## config.mk

```make
export PLATFORM = sky130hd
export DESIGN_NAME = pe_wake_irq_ctrl
export DESIGN_NICKNAME = d
export VERILOG_FILES = /design/src/rtl/pe_pkg.sv /design/src/rtl/pe_sync.sv /design/src/rtl/pe_edge_det.sv /design/src/rtl/pe_flags.sv /design/src/rtl/pe_wake_irq_ctrl.sv
export SDC_FILE = /design/constraint.sdc
export NUM_CORES = 1
export LEC_CHECK = 0
export CAP_MARGIN = 20
export CELL_PAD_IN_SITES_DETAIL_PLACEMENT = 1
export CELL_PAD_IN_SITES_GLOBAL_PLACEMENT = 2
export CORE_UTILIZATION = 32
export CTS_BUF_LIST = sky130_fd_sc_hd__clkbuf_8
export DETAILED_ROUTE_END_ITERATION = 8
export PLACE_DENSITY = 0.76
export SLEW_MARGIN = 5
export SYNTH_ARGS = -nofsm -noshare
export SYNTH_HDL_FRONTEND = slang
export SYNTH_SLANG_ARGS = --single-unit
```

## constraint.sdc

```tcl
create_clock -name clk -period 1.3 [get_ports clk]
set_input_delay 0.325 -clock clk [delete_from_list [all_inputs] [get_ports clk]]
set_output_delay 0.325 -clock clk [all_outputs]
set_load 0.02 [all_outputs]
```

## src/rtl/pe_pkg.sv

```systemverilog
// Package: shared register addressing for the port edge interrupt controller.
// Assumes a two-bit write address; unused codes are ignored.
package pe_pkg;
    localparam int ADDR_W = 2;

    typedef enum logic [ADDR_W-1:0] {
        REG_ENABLE   = 2'd0,
        REG_EDGE_SEL = 2'd1,
        REG_FLAG_CLR = 2'd2
    } reg_sel_e;
endpackage

```

## src/rtl/pe_sync.sv

```systemverilog
// Module: multi-stage synchronizer for a vector of asynchronous inputs.
// Assumes STAGES >= 2 and that each bit is independent (no bus coherence).
module pe_sync #(
    parameter int WIDTH  = 8,
    parameter int STAGES = 2
) (
    input  logic             clk,
    input  logic             rst_n,
    input  logic [WIDTH-1:0] din,
    output logic [WIDTH-1:0] dout
);
    logic [WIDTH-1:0] stg [STAGES];

    for (genvar k = 0; k < STAGES; k++) begin : g_stage
        if (k == 0) begin : g_first
            // Capture the raw pin levels into the first stage.
            always_ff @(posedge clk) begin
                if (!rst_n) stg[k] <= '0;
                else        stg[k] <= din;
            end
        end else begin : g_next
            // Shift the previous stage forward to settle metastability.
            always_ff @(posedge clk) begin
                if (!rst_n) stg[k] <= '0;
                else        stg[k] <= stg[k-1];
            end
        end
    end

    assign dout = stg[STAGES-1];
endmodule

```

## src/rtl/pe_edge_det.sv

```systemverilog
// Module: per-pin edge detector and clock-free wake term.
// Compares the synchronized sample with the one from the previous edge.
// Assumes pin_async is the raw pin and pin_sync is its synchronized copy.
// The wake term uses the raw pin, so it works while clk is stopped.
module pe_edge_det (
    input  logic clk,
    input  logic rst_n,
    input  logic pin_async,
    input  logic pin_sync,
    input  logic enable,
    input  logic fall_sel,
    input  logic clk_ready,
    input  logic flag_q,
    output logic edge_hit,
    output logic wake_bit
);
    logic prev_q;
    logic armed_q;
    logic active_sync;
    logic active_async;

    // Hold the sample from the previous clock edge.
    always_ff @(posedge clk) begin
        if (!rst_n) prev_q <= 1'b0;
        else        prev_q <= pin_sync;
    end

    // Map the sample to "at active level" for the chosen polarity.
    always_comb begin
        active_sync  = fall_sel ? ~pin_sync  : pin_sync;
        active_async = fall_sel ? ~pin_async : pin_async;
    end

    // Detect the selected transition between two consecutive samples.
    always_comb begin
        if (fall_sel) edge_hit = enable & prev_q & ~pin_sync;
        else          edge_hit = enable & ~prev_q & pin_sync;
    end

    // Arm on an idle-level sample; disarm once ready and the flag is captured.
    always_ff @(posedge clk) begin
        if (!rst_n)                 armed_q <= 1'b0;
        else if (!active_sync)      armed_q <= 1'b1;
        else if (flag_q && clk_ready) armed_q <= 1'b0;
    end

    // Clock-free wake term: enabled, armed and now at the active level.
    assign wake_bit = enable & armed_q & active_async;

    AST_WAKE_RELEASE: assert property (@(posedge clk) disable iff (!rst_n)
        (flag_q && clk_ready && active_sync) |=> !wake_bit);
endmodule

```

## src/rtl/pe_flags.sv

```systemverilog
// Module: per-pin flag register with write-one-to-clear and interrupt OR.
// A set request in the same cycle as a clear keeps the flag set.
// Assumes set_vec is already qualified by the pin enables.
module pe_flags #(
    parameter int WIDTH = 8
) (
    input  logic             clk,
    input  logic             rst_n,
    input  logic [WIDTH-1:0] set_vec,
    input  logic [WIDTH-1:0] clr_vec,
    input  logic [WIDTH-1:0] en_vec,
    output logic [WIDTH-1:0] flag_q,
    output logic             irq
);
    // Apply clears first, then sets, so a new edge wins.
    always_ff @(posedge clk) begin
        if (!rst_n) flag_q <= '0;
        else        flag_q <= (flag_q & ~clr_vec) | set_vec;
    end

    // Raise the interrupt while any enabled pin has a pending flag.
    assign irq = |(flag_q & en_vec);

    for (genvar i = 0; i < WIDTH; i++) begin : g_chk
        AST_FLAG_HAS_CAUSE: assert property (@(posedge clk) disable iff (!rst_n)
            $rose(flag_q[i]) |-> $past(set_vec[i]));
        AST_EDGE_BEATS_CLEAR: assert property (@(posedge clk) disable iff (!rst_n)
            (set_vec[i] && clr_vec[i]) |=> flag_q[i]);
        AST_CLEAR_TAKES: assert property (@(posedge clk) disable iff (!rst_n)
            (clr_vec[i] && !set_vec[i]) |=> !flag_q[i]);
    end
endmodule

```

## src/rtl/pe_wake_irq_ctrl.sv

```systemverilog
// Module: top of the wake-capable port edge interrupt controller.
// Holds the enable and edge-select registers and decodes the clear write.
// Instantiates the synchronizer, the per-pin detectors and the flag bank.
// Assumes wake_req is consumed by a clock controller that drives clk_ready.
module pe_wake_irq_ctrl
    import pe_pkg::*;
#(
    parameter int NUM_PINS    = 8,
    parameter int SYNC_STAGES = 2
) (
    input  logic                clk,
    input  logic                rst_n,
    input  logic [NUM_PINS-1:0] pin_in,
    input  logic                wr_en,
    input  logic [ADDR_W-1:0]   wr_addr,
    input  logic [NUM_PINS-1:0] wr_data,
    input  logic                clk_ready,
    output logic [NUM_PINS-1:0] flags_out,
    output logic                irq_out,
    output logic                wake_req
);
    logic [NUM_PINS-1:0] en_q;
    logic [NUM_PINS-1:0] sel_q;
    logic [NUM_PINS-1:0] pin_s;
    logic [NUM_PINS-1:0] edge_vec;
    logic [NUM_PINS-1:0] wake_vec;
    logic [NUM_PINS-1:0] clr_vec;
    logic [NUM_PINS-1:0] flag_q;

    // Enable and edge-select register writes.
    always_ff @(posedge clk) begin
        if (!rst_n) begin
            en_q  <= '0;
            sel_q <= '0;
        end else if (wr_en) begin
            if (wr_addr == REG_ENABLE)   en_q  <= wr_data;
            if (wr_addr == REG_EDGE_SEL) sel_q <= wr_data;
        end
    end

    // Decode the write-one-to-clear strobe for the flag bank.
    assign clr_vec = (wr_en && wr_addr == REG_FLAG_CLR) ? wr_data : '0;

    pe_sync #(
        .WIDTH (NUM_PINS),
        .STAGES(SYNC_STAGES)
    ) u_sync (
        .clk  (clk),
        .rst_n(rst_n),
        .din  (pin_in),
        .dout (pin_s)
    );

    for (genvar i = 0; i < NUM_PINS; i++) begin : g_pin
        pe_edge_det u_det (
            .clk      (clk),
            .rst_n    (rst_n),
            .pin_async(pin_in[i]),
            .pin_sync (pin_s[i]),
            .enable   (en_q[i]),
            .fall_sel (sel_q[i]),
            .clk_ready(clk_ready),
            .flag_q   (flag_q[i]),
            .edge_hit (edge_vec[i]),
            .wake_bit (wake_vec[i])
        );

        AST_DISABLED_NO_FLAG: assert property (@(posedge clk) disable iff (!rst_n)
            $rose(flag_q[i]) |-> $past(en_q[i]));
    end

    pe_flags #(
        .WIDTH(NUM_PINS)
    ) u_flags (
        .clk    (clk),
        .rst_n  (rst_n),
        .set_vec(edge_vec),
        .clr_vec(clr_vec),
        .en_vec (en_q),
        .flag_q (flag_q),
        .irq    (irq_out)
    );

    // Clock-free wake request: OR of the per-pin wake terms.
    assign wake_req  = |wake_vec;
    assign flags_out = flag_q;

    AST_IRQ_NEEDS_FLAG: assert property (@(posedge clk) disable iff (!rst_n)
        (flags_out == '0) |-> !irq_out);
endmodule

```

### Yosys cells after proc, flatten, opt, wreduce, memory -nomap -nowiden

Memory sizes are Yosys's and may differ from the RTL's.
Index checks and enable logic that the tools add are counted.

* register bits after elaboration: 40
* RAM bits: 16
* output and inout bits: 10
* logic and storage cells: 167
* memories kept: 1

Memories
* u_sync.stg: words 2, bits a word 8, rd ports 2, clocked after memory_dff 0, write ports 2, RTL line pe_sync.sv:12 `logic [WIDTH-1:0] stg [STAGES];`

* equal/unequal tests: 10
* multiplexer cells: 45
* bitwise logic cells: 78
* reductions and logical operators: 14

Operators by type and width (count)
* $and A1 B1 Y1: 48
* $mux W1: 42
* $mux W8: 3
* $not A1 Y1: 24
* $and A8 B8 Y8: 2
* $ne A2 B2 Y1 const B: 8
* $reduce_or A8 Y1: 2
* $logic_and A1 B1 Y1: 9
* $not A8 Y8: 1
* $or A8 B8 Y8: 1
* $reduce_and A2 Y1: 2
* $eq A2 B1 Y1 const B: 1
* $eq A2 B2 Y1 const B: 1
* $logic_not A2 Y1: 1
* $or A1 B1 Y1: 2

### Longest topological paths before layout

* depth after elaboration: 6
* depth in mapped cells: 4
* depth with buffers taken out: 3

### Modules after synthesis

A second synthesis with hierarchy kept.

* cell total of the unflattened synthesis: 225
* area total of the unflattened synthesis: 2321.0 um^2

Modules (own cells, without submodules)
* pe_edge_det: instances 8, cells each 11, area each 108.9 um^2, sequential area each 40.0 um^2
* pe_wake_irq_ctrl: instances 1, cells each 74, area each 689.4 um^2, sequential area each 320.3 um^2
* pe_sync: instances 1, cells each 33, area each 446.7 um^2, sequential area each 320.3 um^2
* pe_flags: instances 1, cells each 30, area each 314.1 um^2, sequential area each 160.2 um^2

### Least setup slack after synthesis

Ideal clock, no wire load.

* path kind: reg-to-output
* start point: register sel_q[4]
* end point: output port wake_req
* data arrival time: 1214 ps
* slack: -239 ps
* cell stages (with the launch flop): 4
* path buffers: 0
* cell sequence: dfxtp_1 -> xnor2_1 -> o22ai_1 -> or4_1

* longest elaborated chain between the ends: 3

Ends and longest elaborated chain
* from (decl): RTL line pe_wake_irq_ctrl.sv:23 `logic [NUM_PINS-1:0] sel_q;`
* from (signal assigned): RTL line pe_wake_irq_ctrl.sv:37 `if (wr_addr == REG_EDGE_SEL) sel_q <= wr_data;`
* $mux W1: RTL line pe_edge_det.sv:31 `active_async = fall_sel ? ~pin_async : pin_async;`
* $and A1 B1 Y1: RTL line pe_edge_det.sv:48 `assign wake_bit = enable & armed_q & active_async;`
* $reduce_or A8 Y1: RTL line pe_wake_irq_ctrl.sv:85 `assign wake_req = |wake_vec;`
* to (decl): RTL line pe_wake_irq_ctrl.sv:20 `output logic wake_req`

No other way between the ends.

### Worst setup path in the final report

* start point: register sel_q[0]
* end point: output port wake_req

The elaborated chain is that of the path after synthesis.

==> impl_metrics.tcl <==
set metrics [dict create \
    worstRegToRegCells 4 \
    crit_type "register to output pin" \
    grt_max_degree 57 \
    finalInstanceArea_sq_um 3138 \
    use_met1 0.2035 \
    core_sq_um 6869 \
    postPlaceCellArea_sq_um 2947 \
    rsz0062_at_grt "true" \
    worstPathBufferInverterCount 1 \
    drt_iter0_drc 72 \
    syn_to_final_growth_pct 35.79 \
    fin_cells 391 \
    r2r_start "sel_q[6]$_SDFFE_PN0P_" \
    syn-cell-area_sq_um 2311 \
    fillers 795 \
    antenna_found_initial 0 \
    yosysUniqueCellTypes 21 \
    slew_viol_final 0 \
    drt_pass1_iterations 3 \
    start_util 0.3364 \
    met3_usage 0.02749 \
    finClkSkew_ps 4.718 \
    port_buffers 31 \
    syn_inst 238 \
    top_usage_layer "met2" \
    max_slew_margin 0.8515 \
    ctsHoldBuffers 0 \
    grt_use_total 0.1481 \
    worstPathCellList "xnor2_2 -> o22ai_2 -> or4_4 -> buf_6" \
    finalCriticalPeriod_ps 1910 \
    cp-startpoint "sel_q[0]$_SDFFE_PN0P_" \
    vias 1758 \
    synth_seq_cells 56 \
    crit_path_end "wake_req" \
    finalHoldViolCount 0 \
    root_buffer "clkbuf_8" \
    ys_async_sr_fraction 0 \
    overflow 0 \
    synthTopCellsByArea "dfxtp_1 49%, mux2i_1 6.9%, and2_1 6.5%" \
    min_path_type "input port to register" \
    power.density_nw_per_um2 1018 \
    synth_edf_count 0 \
    violations "setup timing" \
    cts_tree "yes" \
    grt_pass1_vias 1698 \
    fmax_mhz 523.5 \
    die-area_sq_um 7566 \
    cts.htree.levels 2 \
    synthTopCellsByCount "56 x dfxtp_1, 24 x and2_1, 24 x nor2b_1" \
    crit_path_start_kind "register" \
    die_y_um 86.98 \
    clock_path_buffers 2 \
    place.gp.congestion 0.6927 \
    path_clk_slew_ps 100 \
    ys_seq_area_frac 0.4851 \
    drc 0 \
    synth_warnings 0 \
    max_stage_delay_ps 530 \
    place_hpwl_um 3669 \
    nNetsFinal 316 \
    synth_most_common_cell "dfxtp_1" \
    drive_above_1_share 0.2949 \
    required_ps 980 \
    synth_fp_nets 260 \
    dieWidth_um 86.98 \
    ant_nets 0 \
    clkLatencyLatePin_ps 310 \
    max-cap-violations 0 \
    numClockSinks 56 \
    setup_viol 2 \
    whs_ps 412.6 \
    yosys.area.top_type_share 0.4851 \
    leakage_nw 1.319 \
    grt_first_pass_wirelength_um 8493 \
    path_depth 4 \
    crit_fanout 2 \
    n_antenna_cell 0 \
    critPathTopFamily "simple AND/OR/NAND/NOR gates" \
    ir_drop_uv 349.3 \
    wl_um 5283 \
    ys.flop_type "dfxtp_1" \
    grt.met2_usage 0.2312 \
    status "finished, violations left" \
    postLayoutSetupSlackWorst_ps -610.4 \
    synth_top_area_cell "dfxtp_1" \
    wl_per_cell_um 13.51 \
    dp_cells 381 \
    viasPerCell 4.496 \
    fin_crit_sh 1.470 \
    cts-buffers-inserted 5 \
    crit_slowest_cell "or4_4" \
    ios 32 \
    arrival_ps 1590 \
    rows 30 \
    tightest_slew_ps 222.4 \
    worstSetupEndpointType "output pin" \
    reg2reg_to "u_flags.flag_q[6]$_SDFF_PN0_" \
    r2r_setup_slack_ps 230 \
    syn_area_per_cell_sq_um 9.710 \
]
[placed cells by master, fill, tap and decap left out]
master / instances
a21boi_0: 8
a21oi_1: 8
a22oi_2: 4
and2_1: 24
and3b_1: 7
and3b_2: 1
buf_12: 3
buf_2: 7
buf_4: 32
buf_6: 3
clkbuf_8: 6
clkdlybuf4s50_1: 10
clkinvlp_4: 2
dfxtp_1: 40
dfxtp_2: 16
dlygate4sd2_1: 9
dlymetal6s2s_1: 2
inv_1: 8
mux2i_1: 16
nand2_1: 16
nand3b_1: 2
nand4_1: 1
nor2b_1: 24
nor3b_1: 8
nor3b_4: 1
o21ai_0: 16
o22ai_2: 4
or4_4: 1
xnor2_1: 9
xnor2_2: 7
[registers in the layout (all words and copies together) (netlist names)]
signal	flops
u_sync.stg	16
en_q	8
g_pin.u_det.armed_q	8
g_pin.u_det.prev_q	8
sel_q	8
u_flags.flag_q	8
[final cells by class]
type | instances | area (sq um) | share of cell area
Multi-Input combinational cell | 157 | 1176 | 0.3748
Sequential cell | 56 | 1141 | 0.3636
Timing Repair Buffer | 66 | 573.1 | 0.1826
Tap cell | 96 | 120.1 | 0.03828
Clock buffer | 6 | 82.58 | 0.02632
Inverter | 8 | 30.03 | 0.009569
Clock inverter | 2 | 15.01 | 0.004785
[where the power goes]
part,internal [W],leakage [nW],switching (W)
Sequential,0.00178,0.467,0.0000376
Combinational,0.000215,0.808,0.000154
Clock,0.000433,0.0434,0.000572
Total,0.00243,1.32,0.000764
[cell families (layout without fill, tap and decap cells)]
logic type | after synthesis | count (layout) | synth area share
simple gates | 85 | 85 | 0.2285
flops | 56 | 56 | 0.4851
compound gates | 40 | 40 | 0.1018
buf+inv | 25 | 82 | 0.05469
xor+xnor | 16 | 16 | 0.06064
mux | 16 | 16 | 0.06930
[metal layers]
metal,wire [um],up-vias
li1,-,895
met1,2658,833
met2,2384,23
met3,168,7
met4,72,0
met5,0,-
[through the flow]
stage	util	setup slack (ps)	setup TNS, ps	total power, W
CTS	0.4475	-632.8	-960.1	0.003243
global placement	0.4290	-1196	-8367	0.002207
finish	0.4568	-610.4	-910.5	0.003195
global route	0.4568	-671.2	-1029	0.003354
detailed placement	0.4290	-1224	-8988	0.002213
floorplan	-	-136.3	-136.3	0.002024
[worst min-delay path by stage]
stage	from	to	slack, ps	cells past startpoint
after global placement	u_sync.stg[0][0]$_SDFF_PN0_	u_sync.stg[1][0]$_SDFF_PN0_	410	1
after CTS	pin_in[1]	u_sync.stg[0][1]$_SDFF_PN0_	380	2
after floorplan	u_sync.stg[0][0]$_SDFF_PN0_	u_sync.stg[1][0]$_SDFF_PN0_	410	1
final	pin_in[2]	u_sync.stg[0][2]$_SDFF_PN0_	410	2
after detailed placement	u_sync.stg[0][5]$_SDFF_PN0_	u_sync.stg[1][5]$_SDFF_PN0_	420	1
after global routing	pin_in[2]	u_sync.stg[0][2]$_SDFF_PN0_	420	2
[repair_timing]
| item | 4_1_cts | 5_1_grt |
|---|---|---|
| endpoints found under the setup margin | 12 | 24 |
| buffers inserted | 0 | 2 |
| resized for setup | 67 | 16 |
| pin swaps | 12 | 4 |
Power figures use the tool's default switching activity.
